File: src/rtl/txx_pkg.sv
package txx_pkg;
  localparam int unsigned CHAR_W = 7;
  typedef logic [CHAR_W-1:0] char_t;
  localparam char_t C_STX = 7'h02;
  localparam char_t C_ETX = 7'h03;
  localparam char_t C_LF  = 7'h0A;
endpackage

File: src/rtl/txx_pipe.sv
module txx_pipe
  import txx_pkg::*;
#(
  parameter int unsigned NSTAGE = 3
) (
  input  logic                          clk_i,
  input  logic                          rst_ni,
  input  logic                          load_i,
  input  char_t                         load_char_i,
  input  logic                          take_i,
  input  logic                          jam_i,
  input  logic [NSTAGE-1:0][CHAR_W-1:0] jam_data_i,
  input  logic                          clr_first_i,
  output logic [NSTAGE-1:0][CHAR_W-1:0] data_o,
  output logic [NSTAGE-1:0]             busy_o,
  output logic                          first_free_o
);
  logic [NSTAGE-1:0] move, s_free;

  // resolve from the transmitter end backward so a full pipe can cascade
  always_comb begin
    logic nf;
    nf = take_i;
    for (int i = NSTAGE - 1; i >= 0; i--) begin
      move[i]   = busy_o[i] & nf;
      s_free[i] = ~busy_o[i] | move[i];
      nf        = s_free[i];
    end
  end
  assign first_free_o = s_free[0];

  for (genvar g = 0; g < NSTAGE; g++) begin : g_stage
    logic  v_q, in_v, clr;
    char_t d_q, in_d;
    if (g == 0) begin : g_head
      assign in_v = load_i;
      assign in_d = load_char_i;
      assign clr  = clr_first_i;
    end else begin : g_body
      assign in_v = move[g-1];
      assign in_d = data_o[g-1];
      assign clr  = 1'b0;
    end

    always_ff @(posedge clk_i or negedge rst_ni) begin
      if (!rst_ni) begin
        v_q <= 1'b0;
        d_q <= '0;
      end else if (jam_i) begin
        v_q <= 1'b1;
        d_q <= jam_data_i[g];
      end else begin
        v_q <= (in_v | (v_q & ~move[g])) & ~clr;
        if (in_v) d_q <= in_d;
      end
    end
    assign busy_o[g] = v_q;
    assign data_o[g] = d_q;
  end

  AST_LAST_HOLDS: assert property (@(posedge clk_i) disable iff (!rst_ni)
    busy_o[NSTAGE-1] && !take_i && !jam_i |=> busy_o[NSTAGE-1] && $stable(data_o[NSTAGE-1]));
  AST_JAM_FILL: assert property (@(posedge clk_i) disable iff (!rst_ni)
    jam_i |=> &busy_o);
endmodule

File: src/rtl/txx_ctrl.sv
module txx_ctrl
  import txx_pkg::*;
#(
  parameter int unsigned NSTAGE   = 3,
  parameter int unsigned LINE_LEN = 88,
  localparam int unsigned COL_W   = $clog2(LINE_LEN + 1)
) (
  input  logic              clk_i,
  input  logic              rst_ni,
  input  logic              xmit_start_i,
  input  logic              poll_read_i,
  input  logic              op_etx_found_i,
  input  logic              timeout_i,
  input  logic              cursor_i,
  input  logic [COL_W-1:0]  col_i,
  input  logic              slot3_i,
  input  logic              slot4_i,
  input  char_t             mem_char_i,
  input  logic              take_i,
  input  logic [NSTAGE-1:0] busy_i,
  input  logic              first_free_i,
  output logic              shift_en_o,
  output logic              jam_o,
  output logic              clr_first_o,
  output logic              end_o,
  output logic              adv_req_o,
  output logic [COL_W-1:0]  adv_cnt_o
);
  logic active_q, end_q, lf_q, pend_etx_q, pend_lf_q, adv_req_q;
  logic [COL_W-1:0] adv_cnt_q, adv_calc;
  logic empty, go_idle;

  assign empty   = (busy_i == '0);
  assign go_idle = timeout_i & active_q & empty;
  assign jam_o   = poll_read_i;

  assign shift_en_o = active_q & cursor_i & first_free_i & ~end_q & ~lf_q
                    & ~pend_etx_q & ~pend_lf_q & ~poll_read_i;
  assign clr_first_o = op_etx_found_i & active_q & end_q & ~poll_read_i;

  always_comb begin
    if (col_i >= COL_W'(LINE_LEN - 1)) adv_calc = COL_W'(1);
    else                               adv_calc = COL_W'(LINE_LEN) - col_i;
  end

  always_ff @(posedge clk_i or negedge rst_ni) begin
    if (!rst_ni) begin
      active_q   <= 1'b0;
      end_q      <= 1'b0;
      lf_q       <= 1'b0;
      pend_etx_q <= 1'b0;
      pend_lf_q  <= 1'b0;
      adv_req_q  <= 1'b0;
      adv_cnt_q  <= '0;
    end else if (poll_read_i) begin
      active_q   <= 1'b1;
      end_q      <= 1'b1;
      lf_q       <= 1'b0;
      pend_etx_q <= 1'b0;
      pend_lf_q  <= 1'b0;
      adv_req_q  <= 1'b0;
    end else begin
      adv_req_q <= 1'b0;
      if (xmit_start_i) active_q <= 1'b1;
      if (shift_en_o && mem_char_i == C_ETX) pend_etx_q <= 1'b1;
      if (shift_en_o && mem_char_i == C_LF)  pend_lf_q  <= 1'b1;
      if (slot4_i) lf_q <= 1'b0;
      if (slot3_i && pend_etx_q) begin
        end_q      <= 1'b1;
        pend_etx_q <= 1'b0;
      end
      if (slot3_i && pend_lf_q) begin
        lf_q      <= 1'b1;
        pend_lf_q <= 1'b0;
        adv_req_q <= 1'b1;
        adv_cnt_q <= adv_calc;
      end
      if (clr_first_o) end_q <= 1'b0;
      if (go_idle) begin
        active_q   <= 1'b0;
        end_q      <= 1'b0;
        lf_q       <= 1'b0;
        pend_etx_q <= 1'b0;
        pend_lf_q  <= 1'b0;
      end
    end
  end

  assign end_o     = end_q;
  assign adv_req_o = adv_req_q;
  assign adv_cnt_o = adv_cnt_q;

  AST_FULL_HOLD: assert property (@(posedge clk_i) disable iff (!rst_ni)
    (&busy_i) && !take_i |-> !shift_en_o);
  AST_END_SETS: assert property (@(posedge clk_i) disable iff (!rst_ni)
    pend_etx_q && slot3_i && !poll_read_i && !go_idle && !clr_first_o |=> end_q);
  AST_IDLE_AFTER_TO: assert property (@(posedge clk_i) disable iff (!rst_ni)
    go_idle && !poll_read_i |=> !active_q && !end_q);
  AST_ADV_PULSE: assert property (@(posedge clk_i) disable iff (!rst_ni)
    adv_req_q |=> !adv_req_q);
  AST_ADV_RANGE: assert property (@(posedge clk_i) disable iff (!rst_ni)
    adv_req_q |-> adv_cnt_q >= COL_W'(1) && adv_cnt_q <= COL_W'(LINE_LEN));
  AST_POLL_END: assert property (@(posedge clk_i) disable iff (!rst_ni)
    poll_read_i |=> end_q && active_q);
endmodule

File: src/rtl/tx_char_extractor.sv
module tx_char_extractor
  import txx_pkg::*;
#(
  parameter logic [6:0]  DEV_ADDR = 7'h41,
  parameter int unsigned LINE_LEN = 88
) (
  input  logic       clk_i,
  input  logic       rst_ni,
  input  logic       xmit_start_i,
  input  logic       poll_read_i,
  input  logic       op_etx_found_i,
  input  logic       timeout_i,
  input  logic       cursor_i,
  input  logic [6:0] col_i,
  input  logic       slot3_i,
  input  logic       slot4_i,
  input  logic [6:0] mem_char_i,
  input  logic       tx_taken_i,
  output logic [6:0] d1_o,
  output logic [6:0] d2_o,
  output logic [6:0] d3_o,
  output logic [2:0] busy_o,
  output logic       shift_en_o,
  output logic       adv_req_o,
  output logic [6:0] adv_cnt_o,
  output logic       end_o,
  output logic       done_o
);
  localparam int unsigned NSTAGE = 3;

  logic [NSTAGE-1:0][CHAR_W-1:0] data, jam_data;
  logic [NSTAGE-1:0] busy;
  logic first_free, jam, clr_first, shift_en;

  assign jam_data = {C_STX, char_t'(DEV_ADDR), C_ETX};

  txx_pipe #(.NSTAGE(NSTAGE)) i_pipe (
    .clk_i        (clk_i),
    .rst_ni       (rst_ni),
    .load_i       (shift_en),
    .load_char_i  (mem_char_i),
    .take_i       (tx_taken_i),
    .jam_i        (jam),
    .jam_data_i   (jam_data),
    .clr_first_i  (clr_first),
    .data_o       (data),
    .busy_o       (busy),
    .first_free_o (first_free)
  );

  txx_ctrl #(.NSTAGE(NSTAGE), .LINE_LEN(LINE_LEN)) i_ctrl (
    .clk_i          (clk_i),
    .rst_ni         (rst_ni),
    .xmit_start_i   (xmit_start_i),
    .poll_read_i    (poll_read_i),
    .op_etx_found_i (op_etx_found_i),
    .timeout_i      (timeout_i),
    .cursor_i       (cursor_i),
    .col_i          (col_i),
    .slot3_i        (slot3_i),
    .slot4_i        (slot4_i),
    .mem_char_i     (mem_char_i),
    .take_i         (tx_taken_i),
    .busy_i         (busy),
    .first_free_i   (first_free),
    .shift_en_o     (shift_en),
    .jam_o          (jam),
    .clr_first_o    (clr_first),
    .end_o          (end_o),
    .adv_req_o      (adv_req_o),
    .adv_cnt_o      (adv_cnt_o)
  );

  assign d1_o       = data[0];
  assign d2_o       = data[1];
  assign d3_o       = data[2];
  assign busy_o     = busy;
  assign shift_en_o = shift_en;
  assign done_o     = end_o & (busy == '0);
endmodule

File: config.mk
export PLATFORM = sky130hd
export DESIGN_NAME = tx_char_extractor
export DESIGN_NICKNAME = d
export VERILOG_FILES = /design/src/rtl/txx_pkg.sv /design/src/rtl/txx_pipe.sv /design/src/rtl/txx_ctrl.sv /design/src/rtl/tx_char_extractor.sv
export SDC_FILE = /design/constraint.sdc
export NUM_CORES = 1
export LEC_CHECK = 0
export ABC_AREA = 1
export BUFFER_PORTS_ARGS = -buffer_cell sky130_fd_sc_hd__buf_4
export CORE_AREA = 3 3 64 66
export CTS_CLUSTER_DIAMETER = 200
export DETAILED_ROUTE_END_ITERATION = 7
export DIE_AREA = 0 0 67 69
export GPL_TIMING_DRIVEN = 0
export PLACE_DENSITY = 0.85
export SLEW_MARGIN = 10
export SYNTH_ARGS = -nofsm -noshare
export SYNTH_HDL_FRONTEND = slang
export SYNTH_SLANG_ARGS = --single-unit
File: constraint.sdc
create_clock -name clk_i -period 1.2 [get_ports clk_i]
set_clock_uncertainty 0.05 [all_clocks]
set_input_delay 0 -clock clk_i [delete_from_list [all_inputs] [get_ports clk_i]]
set_output_delay 0 -clock clk_i [all_outputs]
set_load 0.1 [all_outputs]
# Word level (Yosys, flattened, before mapping)
# Cells that the tools add are included.
[op_classes] addsub=1 multipliers=0 n_div=0 magnitude_cmp=1 eq_ne=2 shifts=0 n_mux=31 bitwise_logic=38 n_reduce_logical=14
[ops] cell="7-bit 2-to-1 mux" count=7
[ops] cell="1-bit 2-to-1 mux" count=24
[ops] cell="1-bit bitwise AND" count=20
[ops] cell="4-bit nonzero test" count=4
[ops] cell="1-bit inverter" count=12
[ops] cell="7-bit by 2-bit equality test with 1-bit output, second input constant" count=1
[ops] cell="7-bit by 4-bit equality test with 1-bit output, second input constant" count=1
[ops] cell="7-bit >= comparator, second input constant" count=1
[ops] cell="7-bit subtractor, first input constant" count=1
[ops] cell="1-bit bitwise OR" count=6
[ops] cell="2-bit nonzero test" count=3
[ops] cell="1-bit logical AND" count=4
[ops] cell="3-bit logical NOT" count=1
[ops] cell="3-bit nonzero test" count=1
[ops] cell="2-bit AND reduction" count=1
[word_totals] register_bits=37 latch_bits=0 ramBits=0 mem_bits_ro=0 elab_cells=100 memories=0

# Longest topological paths before layout
# Gate-level depths: netlist of run 1.
[logic_depth] word_depth=17 ltp_mapped=9 ltp_nobuf=9

# Hierarchy
# Synthesis of run 1 repeated with hierarchy kept, for this count alone.
[unflattened] cells_unflattened=277 hier_area_um2=2047.0
[modules_own_cells] mod="txx_pipe" n_inst=1 cells_per_inst=152 area_per_inst_um2=1181.1 seq_area_each_um2=600.6
[modules_own_cells] mod="txx_ctrl" n_inst=1 cells_per_inst=117 area_per_inst_um2=835.8 seq_area_each_um2=325.3
[modules_own_cells] mod="tx_char_extractor" n_inst=1 cells_per_inst=8 area_per_inst_um2=30.0 seq_area_each_um2=0.0

# Least setup slack after synthesis of run 1
# No wires, ideal clock.
[synth_timing] path_type="reg2out" startpoint="register i_ctrl.end_q, in the netlist i_ctrl.end_o" endpoint="output port done_o" t_arrival_ps=2377 t_required_ps=1150 setup_slack_ps=-1227 path_stages_with_launch=3 path_cell_list="dfrtp_1 inv_1 nor2_1"
[synth_via] elab_chain_cells=1
[synth_lines] element="start: declaration" line_no="txx_ctrl.sv:29" text="logic active_q, end_q, lf_q, pend_etx_q, pend_lf_q, adv_req_q;"
[synth_lines] element="start signal: assignment" line_no="txx_ctrl.sv:49" text="end_q <= 1'b0;"
[synth_lines] element="start signal: assignment" line_no="txx_ctrl.sv:57" text="end_q <= 1'b1;"
[synth_lines] element="start signal: assignment" line_no="txx_ctrl.sv:69" text="end_q <= 1'b1;"
[synth_lines] element="1-bit bitwise AND" line_no="tx_char_extractor.sv:79" text="assign done_o = end_o & (busy == '0);"
[synth_lines] element="end: declaration" line_no="tx_char_extractor.sv:27" text="output logic done_o"
# Every way passes these cells.

# Worst setup path in the final report of run 1
[layout_timing] startpoint="register i_ctrl.end_q, in the netlist i_ctrl.end_o" endpoint="output port shift_en_o"
[layout_via] elab_chain_cells=6
[layout_lines] element="1-bit inverter" line_no="txx_ctrl.sv:37" text="assign shift_en_o = active_q & cursor_i & first_free_i & ~end_q & ~lf_q"
[layout_lines] element="1-bit bitwise AND (2 in series)" line_no="txx_ctrl.sv:37"
[layout_lines] element="1-bit bitwise AND (3 in series)" line_no="txx_ctrl.sv:38" text="& ~pend_etx_q & ~pend_lf_q & ~poll_read_i;"
[layout_lines] element="end: declaration" line_no="tx_char_extractor.sv:23" text="output logic shift_en_o,"
# Every way passes these cells.

==> results of run 1 <==
## through the flow
step	util (%)	power [mW]	hold slack, ns	cells	area [sq um]
finish	76.0	3.33	-0.0307	355	2760
global route	76.0	3.46	-0.0104	355	2760
CTS	74.6	3.30	-0.0525	354	2710
detailed placement	63.6	2.30	-0.0646	323	2310
global placement	63.6	2.28	-0.0706	323	2310
floorplan	-	2.05	-0.346	218	1820
## worst max-delay path, cell delays in order (launching register included)
cell     delay (ns)
dfrtp_4        0.49
nor2_4         0.11
nand2_2        0.07
nor2_4         0.10
nand2_4        0.09
nor2_8         0.11
buf_12         0.18
## metal layers
layer	global-route usage (%)	vias to the layer above	wire length, um
met5	0	-	0
met4	8.78	0	174
met3	6.19	17	288
li1	-	863	-
met1	21.9	856	1790
met2	39.6	67	2660
## cell usage after synthesis
| cell type | n | area share [%] |
|---|---|---|
| o21ai_1 | 2 | 0.56 |
| o211ai_1 | 1 | 0.42 |
| nor2_8 | 1 | 1.1 |
| inv_4 | 1 | 0.35 |
| nand3b_1 | 1 | 0.42 |
| nand3_1 | 26 | 7.3 |
| xor2_1 | 1 | 0.49 |
| xnor2_1 | 1 | 0.49 |
| nand2_1 | 57 | 12 |
| inv_1 | 30 | 6.3 |
| nor2_1 | 22 | 4.6 |
| a21oi_1 | 3 | 0.84 |
| buf_4 | 5 | 2.1 |
| o21ai_0 | 16 | 4.5 |
| nor3_1 | 3 | 0.84 |
| nand2_4 | 2 | 1.3 |
| a31oi_1 | 1 | 0.35 |
| ha_1 | 2 | 1.4 |
| dfrtp_1 | 37 | 52 |
| nor2_4 | 2 | 1.3 |
| nand4_1 | 1 | 0.35 |
| nor2_2 | 3 | 1.1 |
## kinds of logic (layout without fill, tap and decap cells)
logic type / count (synthesis) / in the layout / share of synthesized area, %
AO/OA/AOI/OAI: 23 / 23 / 6.67
XOR/XNOR: 2 / 2 / 0.983
adder cells (fa/ha/maj): 2 / 2 / 1.40
buffers and inverters: 36 / 125 / 8.77
flip-flops: 37 / 37 / 51.9
AND/OR/NAND/NOR: 118 / 118 / 30.2
## worst max-delay path by stage
stage	endpoint	slack (ns)	cells past startpoint
after floorplan	i_pipe.g_stage[0].d_q[2]	-0.47	7
after global placement	shift_en_o	-0.20	6
after detailed placement	shift_en_o	-0.20	6
after CTS	shift_en_o	-0.25	6
after global routing	shift_en_o	-0.33	6
final	shift_en_o	-0.27	6
## layout by cell type, fill, tap and decap left out, types with 7 or more instances in the layout
cell	instances
dfrtp_1	12
o21ai_1	7
dfrtp_2	24
nor2_1	20
dlygate4sd3_1	16
nand2_2	7
nand3_1	22
o21ai_0	11
inv_1	23
buf_4	62
nand2_1	50
## area by class of cell
cell class | instances | area share [%]
inverter | 31 | 4.49
tap | 48 | 2.17
timing repair buffer | 81 | 25.5
clock buffer | 6 | 2.99
sequential | 37 | 34.8
multi-input combinational | 145 | 28.1
clock inverter | 2 | 0.498
buffer | 5 | 1.50
## flip-flops by register name, summed over array words and instances, names as in the netlist
register,flops
i_pipe.g_stage.d_q,21
i_ctrl.adv_cnt_o,7
i_pipe.g_stage.v_q,3
i_ctrl.active_q,1
i_ctrl.adv_req_o,1
i_ctrl.end_o,1
i_ctrl.lf_q,1
i_ctrl.pend_etx_q,1
i_ctrl.pend_lf_q,1
## power by group
part,internal (mW),switching [mW],leakage (nW)
Sequential,1.32,0.0491,0.439
Combinational,0.299,0.758,0.881
Clock,0.465,0.446,0.0512
## timing repair
action                     CTS  global route
resized for setup           26            22
setup endpoints to repair   21            37
buffers inserted             7             4
pin swaps                    6             7
hold endpoints to repair    54             1
==> out/results.tsv, run 1 <==
metric	value	unit
Final WS setup	-0.274	ns
worst reg2reg endpoint	i_pipe.g_stage[0].d_q[0]	
Unique masters post-synth	22	
RD Place Congestion	0.820	
Tmin final	1.47	ns
WP data arrival	1.42	ns
failing checks	negative hold slack, negative setup slack	
P_leak	1.37	nW
FF-to-FF Start	i_ctrl.end_o	
H-Tree Depth	2	
crit share post-route	123	%
Slew HR	69.4	%
worst setup path category	reg -> out	
remaining global-route overflow	0	
Min-Delay Endpoint	i_pipe.g_stage[2].v_q	
total CTS buffers	5	
mapped cell area	1780	sq um
CP Launch Type	flip-flop	
outcome	finished, violations left	
Fin Hold WS	-0.0307	ns
initial antenna violation count	0	
IO Port Bufs	57	
residual antenna-violating net count after detailed routing	0	
Yosys reg bits	37	
Final setup viols	22	
DRT Pass-1 Iters	4	
Total Negative Setup Slacks	-3.22	ns
die area	4620	sq um
FMAX	678	MHz
WL final	4910	um
CORE AREA	3630	sq um
reg2reg path depth	7	
Area growth, synth to finish	54.9	%
Slew Limit Fails	0	
fillers	251	
Hold Crit Class	in -> reg	
Peak VDD IR	735	uV
share of layout cells above drive strength 1	43.6	%
Worst Setup End Kind	primary output	
Worst Min Path Start	tx_taken_i	
CTS Buffer Depth	2	
largest net degree at the start of global routing	38	
worst-path fanout max	2	
drt drc	0	
DR vias/cell	5.08	
Initial Util	49.1	%
first-pass GRT wire length	7670	um
hold path depth	4	
Die Y	69	um
RSZ-0062 raised after global routing	yes	
Post-Synthesis Cells	218	
Nets	332	
syn_nets	244	
post-DP HPWL	3010	um
FF+latch area	960	sq um
CTS tree	built	
Avg WL per Cell	13.8	um
GRT Overall Usage	21.6	%
clock-pin slew on the worst setup and hold paths	0.08	ns
actual slew at the worst max-slew pin	0.458	ns
Worst Path Required	1.15	ns
CTS sink cnt	37	
Pwr Density	1210	nW/um^2
pre-CTS WS	-0.203	ns
Synth Warn #	0	
clk_lat worst skew	0.29	ns
FF-to-FF setup slack	-0.23	ns
Iter 0 DRT Violations	106	
Ant. Diodes	0	
final hold violations	1	
multi-input logic area	776	sq um
cts hold-fix bufs	16	
syn avg cell area	8.18	sq um
Die Span X	67	um
sequential share of the synthesized area	51.9	%
I/O pin count	59	
Max-Cap Viols	0	
clk root buf	clkbuf_8	
row count	22	
crit path from	i_ctrl.end_o	
Vias	1803	
vias in the first global route	1784	
No activity file was read; power rests on OpenSTA's default activity.
==> run 2, diff against run 1 <==
==> constraint.sdc (replaced) <==
create_clock -name clk_i -period 1.2 [get_ports clk_i]
set_clock_uncertainty 0.05 [all_clocks]
set_input_delay 0.12 -clock clk_i [delete_from_list [all_inputs] [get_ports clk_i]]
set_output_delay 0.12 -clock clk_i [all_outputs]
set_load 0.1 [all_outputs]
==> out/results.tsv, run 2 (same netlist as run 1, synthesis figures left out) <==
metric	value	unit	change
outcome	finished, violations left		unchanged
failing checks	negative setup slack		was negative hold slack, negative setup slack
met3 GRT Util	6.19	%	unchanged
clk root buf	clkbuf_8		unchanged
PnR Total Power	3.35	mW	was 3.33 mW
fillers	253		was 251
Initial Util	49.1	%	unchanged
Peak VDD IR	735	uV	about the same
Util after Layout	75.9	%	was 76.0%
H-Tree Depth	2		unchanged
CTS sink cnt	37		unchanged
FMAX	625	MHz	was 678 MHz
GRT Overall Usage	20.1	%	was 21.6%
Total Negative Setup Slacks	-3.86	ns	was -3.22 ns
worst-path fanout max	2		unchanged
vias in the first global route	1656		was 1784
remaining global-route overflow	0		unchanged
DR vias/cell	4.99		was 5.08
P_leak	1.38	nW	was 1.37 nW
Tmin final	1.60	ns	was 1.47 ns
most used cell along the critical path	nor2_4		unchanged
DRT Pass-1 Iters	4		unchanged
Die Span X	67	um	unchanged
share of layout cells above drive strength 1	46.3	%	was 43.6%
Crit path buffers/inverters	1		unchanged
clock-pin slew on the worst setup and hold paths	0.07	ns	was 0.08 ns
M2 GR Usage	35.7	%	was 39.6%
Crit path largest cell delay	0.49	ns	about the same
crit share post-route	133	%	was 123%
Nets	325		was 332
Final WS setup	-0.401	ns	was -0.274 ns
worst setup path category	reg -> out		unchanged
Pwr Density	1210	nW/um^2	about the same
Ant. Diodes	0		unchanged
Max-Cap Viols	0		unchanged
crit path cell chain	nor2_4 -> nand2_2 -> nor2_4 -> nand2_4 -> nor2_8 -> buf_12		unchanged
commonest non-fill, non-tap cell in the layout	buf_4		unchanged
initial antenna violation count	0		unchanged
clk_lat worst skew	0.29	ns	about the same
RSZ-0062 raised after global routing	yes		unchanged
Worst Path Required	1.03	ns	was 1.15 ns
CTS Buffer Depth	2		unchanged
Top Family by Delay on Critical Path	flip-flops		unchanged
Worst Min Path Start	mem_char_i[1]		was tx_taken_i
switching share of power	37.5	%	was 37.6%
Area growth, synth to finish	54.7	%	was 54.9%
drt drc	0		unchanged
worst-path cell with the longest stage delay	dfrtp_4		unchanged
Slew HR	68.9	%	was 69.4%
crit path from	i_ctrl.end_o		unchanged
largest register by flop count	i_pipe.g_stage.d_q		unchanged
most frequent cells in the layout	buf_4 (60), nand2_1 (52), dfrtp_2 (24), inv_1 (23), nand3_1 (22)		was buf_4 (62), nand2_1 (50), dfrtp_2 (24), inv_1 (23), nand3_1 (22)
Final setup viols	24		was 22
switching power	1.25	mW	about the same
post-DP HPWL	3010	um	unchanged
Clock power frac	27.2	%	was 27.3%
Int Power	2.09	mW	was 2.08 mW
Fin Hold WS	0.0219	ns	was -0.0307 ns
CP Launch Type	flip-flop		unchanged
first-pass GRT wire length	7290	um	was 7670 um
actual slew at the worst max-slew pin	0.466	ns	was 0.458 ns
Worst Setup End Kind	primary output		unchanged
WL final	4610	um	was 4910 um
Slew Limit Fails	0		unchanged
Hold Crit Class	in -> reg		unchanged
die area	4620	sq um	unchanged
final hold violations	0		was 1
FF-to-FF Start	i_pipe.g_stage[2].v_q		was i_ctrl.end_o
row count	22		unchanged
CORE AREA	3630	sq um	unchanged
CTS tree	built		unchanged
Comb pwr share	32.0	%	was 31.7%
met1 Resource Use GR	22.4	%	was 21.9%
residual antenna-violating net count after detailed routing	0		unchanged
WP data arrival	1.43	ns	was 1.42 ns
largest net degree at the start of global routing	38		unchanged
total CTS buffers	5		unchanged
busiest grt layer	met2		unchanged
Vias	1738		was 1803
Seq pwr share	40.9	%	was 41.0%
Largest register FFs	21		unchanged
Avg WL per Cell	13.2	um	was 13.8 um
IO Port Bufs	57		unchanged
Iter 0 DRT Violations	88		was 106
Die Y	69	um	unchanged
I/O pin count	59		unchanged
RD Place Congestion	0.820		unchanged
-- run 2: cell types whose count changed in the layout (fill, tap and decap cells not counted), moves of 2 or more --
cell and delta:
nand2_2 -5, buf_12 +4, dlygate4sd3_1 -10, o21ai_2 +3, buf_4 -2, o21ai_1 -2, nand2_1 +2, buf_6 +2
nand2_4 +3
-- run 2: final cells by class --
type | count | area, sq um | area share [%]
buffer | 4 | 33.8 | 1.23
clock buffer | 6 | 82.6 | 2.99
clock inverter | 2 | 13.8 | 0.499
inverter | 31 | 124 | 4.49
multi-input combinational | 145 | 800 | 29.0
sequential | 37 | 960 | 34.8
tap | 48 | 60.1 | 2.18
timing repair buffer | 75 | 684 | 24.8
-- run 2: worst paths after layout --
path / endpoint / slack, ns / depth (start not counted)
max reg2reg: i_pipe.g_stage[1].d_q[5] / -0.20 / 6
max: shift_en_o / -0.40 / 6
max in group asynchronous: i_ctrl.end_o / 0.45 / 2
min: i_pipe.g_stage[0].d_q[1] / 0.02 / 3
min in group asynchronous: i_pipe.g_stage[2].d_q[5] / 0.27 / 2
min reg2reg: i_pipe.g_stage[2].d_q[0] / 0.44 / 2
-- run 2: timing repair --
action,4_1_cts,5_1_grt
cloned,0,0
resized for setup,34,29
endpoints found under the hold margin,42,0
pin swaps,6,5
setup buffers,7,7
endpoints found under the setup margin,24,40
hold buffers,6,0
-- run 2: per-layer routing --
layer | part of all wire (%) | up-vias
met2 | 52 | 66
li1 | - | 854
met1 | 40 | 806
met4 | 2.0 | 0
met3 | 6.8 | 12
met5 | 0 | -
-- run 2: worst min-delay path, cell delays in order --
cell	delay, ns
buf_4	0.10
nor3_2	0.04
nor2_1	0.07
-- run 2: through the flow --
step,std cells,cell area [sq um],setup WS [ns]
final,348,2760,-0.401
after global routing,348,2760,-0.452
after CTS,343,2640,-0.368
after detailed placement,323,2310,-0.323
after global placement,323,2310,-0.320
after floorplan,218,1820,-0.475
-- run 2: power by group through the flow --
stage / clock network [mW] / logic, mW / registers, mW
3_5_place_dp: 0 / 0.912 / 1.39
4_1_cts: 0.924 / 1.01 / 1.36
6_report: 0.910 / 1.07 / 1.37
2_1_floorplan: 0 / 0.271 / 1.78
3_3_place_gp: 0 / 0.900 / 1.38
5_1_grt: 0.966 / 1.12 / 1.37
==> run 3, diff against run 2 <==
ABC_AREA = unset   (was 1)
CORE_AREA = 3 3 63 65   (was 3 3 64 66)
DIE_AREA = 0 0 66 68   (was 0 0 67 69)
==> out/results.tsv, run 3 <==
metric	value	unit	change
Vias	1749		was 1738
Die Y	68	um	was 69 um
reg2reg path depth	7		was 6
RSZ-0062 raised after global routing	yes		unchanged
number of flops mapped to enable cells by yosys	0		unchanged
Synth top area share	54.6	%	was 51.9%
Ant. Diodes	0		unchanged
P_leak	1.37	nW	was 1.38 nW
failing checks	negative hold slack, negative setup slack		was negative setup slack
multi-input logic area	867	sq um	was 800 sq um
row count	21		was 22
CTS sink cnt	37		unchanged
asr flop ratio synth	100	%	unchanged
residual antenna-violating net count after detailed routing	0		unchanged
Area growth, synth to finish	78.5	%	was 54.7%
I/O pin count	59		unchanged
syn avg cell area	10.5	sq um	was 8.18 sq um
worst setup path category	reg -> out		unchanged
fillers	115		was 253
post-DP HPWL	2910	um	was 3010 um
largest register by flop count	i_pipe.g_stage.d_q		unchanged
DR vias/cell	5.81		was 4.99
Util after Layout	89.3	%	was 75.9%
Worst Setup End Kind	primary output		unchanged
drt drc	0		unchanged
IO Port Bufs	58		was 57
cts hold-fix bufs	10		was 6
Fin Hold WS	-0.00905	ns	was 0.0219 ns
top cells by area, synth	dfrtp_1 (55%), a22o_1 (4.1%), a21oi_1 (3.8%)		was dfrtp_1 (52%), nand2_1 (12%), nand3_1 (7.3%)
WP data arrival	1.68	ns	was 1.43 ns
ys flop type	dfrtp_1		unchanged
DRT Pass-1 Iters	5		was 4
outcome	finished, violations left		unchanged
clk root buf	clkbuf_4		was clkbuf_8
PnR Total Power	3.21	mW	was 3.35 mW
Slew HR	62.6	%	was 68.9%
Peak VDD IR	664	uV	was 735 uV
WL final	6090	um	was 4610 um
Total Negative Setup Slacks	-11.89	ns	was -3.86 ns
Pwr Density	1060	nW/um^2	was 1210 nW/um^2
FMAX	541	MHz	was 625 MHz
share of layout cells above drive strength 1	60.8	%	was 46.3%
Iter 0 DRT Violations	188		was 88
CTS Buffer Depth	2		unchanged
vias in the first global route	1622		was 1656
commonest non-fill, non-tap cell in the layout	buf_6		was buf_4
final hold violations	1		was 0
top cells by count, synth	dfrtp_1 (37), nand2_1 (16), nor2_1 (14)		was nand2_1 (57), dfrtp_1 (37), inv_1 (30)
initial antenna violation count	0		unchanged
largest net degree at the start of global routing	38		unchanged
hold path depth	3		unchanged
GRT Overall Usage	23.8	%	was 20.1%
clock-pin slew on the worst setup and hold paths	0.12	ns	was 0.07 ns
Final WS setup	-0.649	ns	was -0.401 ns
area leader, netlist	dfrtp_1		unchanged
sequential share of the synthesized area	54.6	%	was 51.9%
CTS tree	built		unchanged
Hold Crit Class	in -> reg		unchanged
RD Place Congestion	0.748		was 0.820
Die Span X	66	um	was 67 um
syn_nets	188		was 244
CORE AREA	3390	sq um	was 3630 sq um
Yosys reg bits	37		unchanged
Synth Warn #	0		unchanged
Post-Synthesis Cells	162		was 218
Unique masters post-synth	35		was 22
total CTS buffers	5		unchanged
mapped cell area	1700	sq um	was 1780 sq um
most frequent cell after synthesis	dfrtp_1		was nand2_1
CP Launch Type	flip-flop		unchanged
Initial Util	50.0	%	was 49.1%
Tmin final	1.85	ns	was 1.60 ns
actual slew at the worst max-slew pin	0.560	ns	was 0.466 ns
Avg WL per Cell	20.2	um	was 13.2 um
most frequent cells in the layout	buf_6 (36), dfrtp_2 (31), buf_4 (30), nor2_1 (12), nand2_1 (11)		was buf_4 (60), nand2_1 (52), dfrtp_2 (24), inv_1 (23), nand3_1 (22)
pre-CTS WS	-0.432	ns	was -0.323 ns
worst-path fanout max	2		unchanged
Final setup viols	42		was 24
H-Tree Depth	2		unchanged
FF+latch area	968	sq um	was 960 sq um
remaining global-route overflow	0		unchanged
Slew Limit Fails	0		unchanged
clk_lat worst skew	0.35	ns	was 0.29 ns
Nets	280		was 325
first-pass GRT wire length	7900	um	was 7290 um
Worst Path Required	1.03	ns	about the same
crit share post-route	154	%	was 133%
Largest register FFs	21		unchanged
Max-Cap Viols	0		unchanged
die area	4490	sq um	was 4620 sq um
## run 3: cell count changes in the layout (fill, tap and decap cells not counted), moves of 8 or more
cell / delta
o21ai_0: -10
buf_4: -30
nand3_1: -21
buf_6: +30
a22o_1: +8
nand2_1: -41
buf_8: +9
inv_1: -16
## run 3: cell type report
class                   count  share of cell area [%]
flip-flops and latches     37                    32.0
clock inverters             2                    1.24
multi-input cells         108                    28.7
repair buffers             86                    30.7
clock buffers               6                    1.70
well taps                  46                    1.90
plain buffers               8                    2.77
inverters                   8                   0.993
## run 3: what timing repair did
item,in CTS,in global routing
setup buffers,13,6
gates cloned,1,0
endpoints found under the setup margin,51,61
pin swaps,8,9
gates resized for setup,60,53
hold endpoints to repair,46,1
## run 3: per-stage QoR
stage	instance area, sq um	instances
detailed placement	2270	266
CTS	2800	298
global placement	2270	266
global route	3030	301
finish	3030	301
floorplan	1780	162
## run 3: path summary, 6_finish.rpt
path | from | to | slack, ns
worst min register to register | i_pipe.g_stage[2].d_q[1] | i_pipe.g_stage[2].d_q[1] | 0.48
worst max register to register | i_ctrl.pend_lf_q | i_ctrl.pend_lf_q | -0.58
worst min-delay path | slot3_i | i_ctrl.lf_q | -0.009
min in group asynchronous | rst_ni | i_pipe.g_stage[2].d_q[6] | 0.20
max in group asynchronous | rst_ni | i_ctrl.end_o | 0.53
worst max-delay path | i_ctrl.pend_lf_q | shift_en_o | -0.65
## run 3: metal layers
metal | vias to the layer above | GRT usage (%) | part of all wire, %
met2 | 116 | 46.2 | 55
met3 | 24 | 5.09 | 6.2
met4 | 0 | 11.9 | 3.1
met5 | - | 0 | 0
li1 | 756 | - | -
met1 | 853 | 23.8 | 36
## run 3: critical path, cell delays in order (launching register included)
cell	delay, ns
dfrtp_2	0.46
nor4_4	0.31
and4bb_1	0.29
buf_12	0.12
buf_12	0.16
## run 3: cell families after synthesis
family | share of synthesized area [%]
and+or+nand+nor | 20.0
buffers and inverters | 5.02
muxes | 3.54
adders and majority gates | 1.48
xor gates and xnor gates | 1.03
AOI/OAI and AO/OA | 14.3
DFF | 54.6
## run 3: power by group
group / switching (mW) / internal [mW] / leakage (nW)
Clock: 0.452 / 0.495 / 0.0445
Combinational: 0.577 / 0.345 / 0.903
Sequential: 0.0511 / 1.29 / 0.428
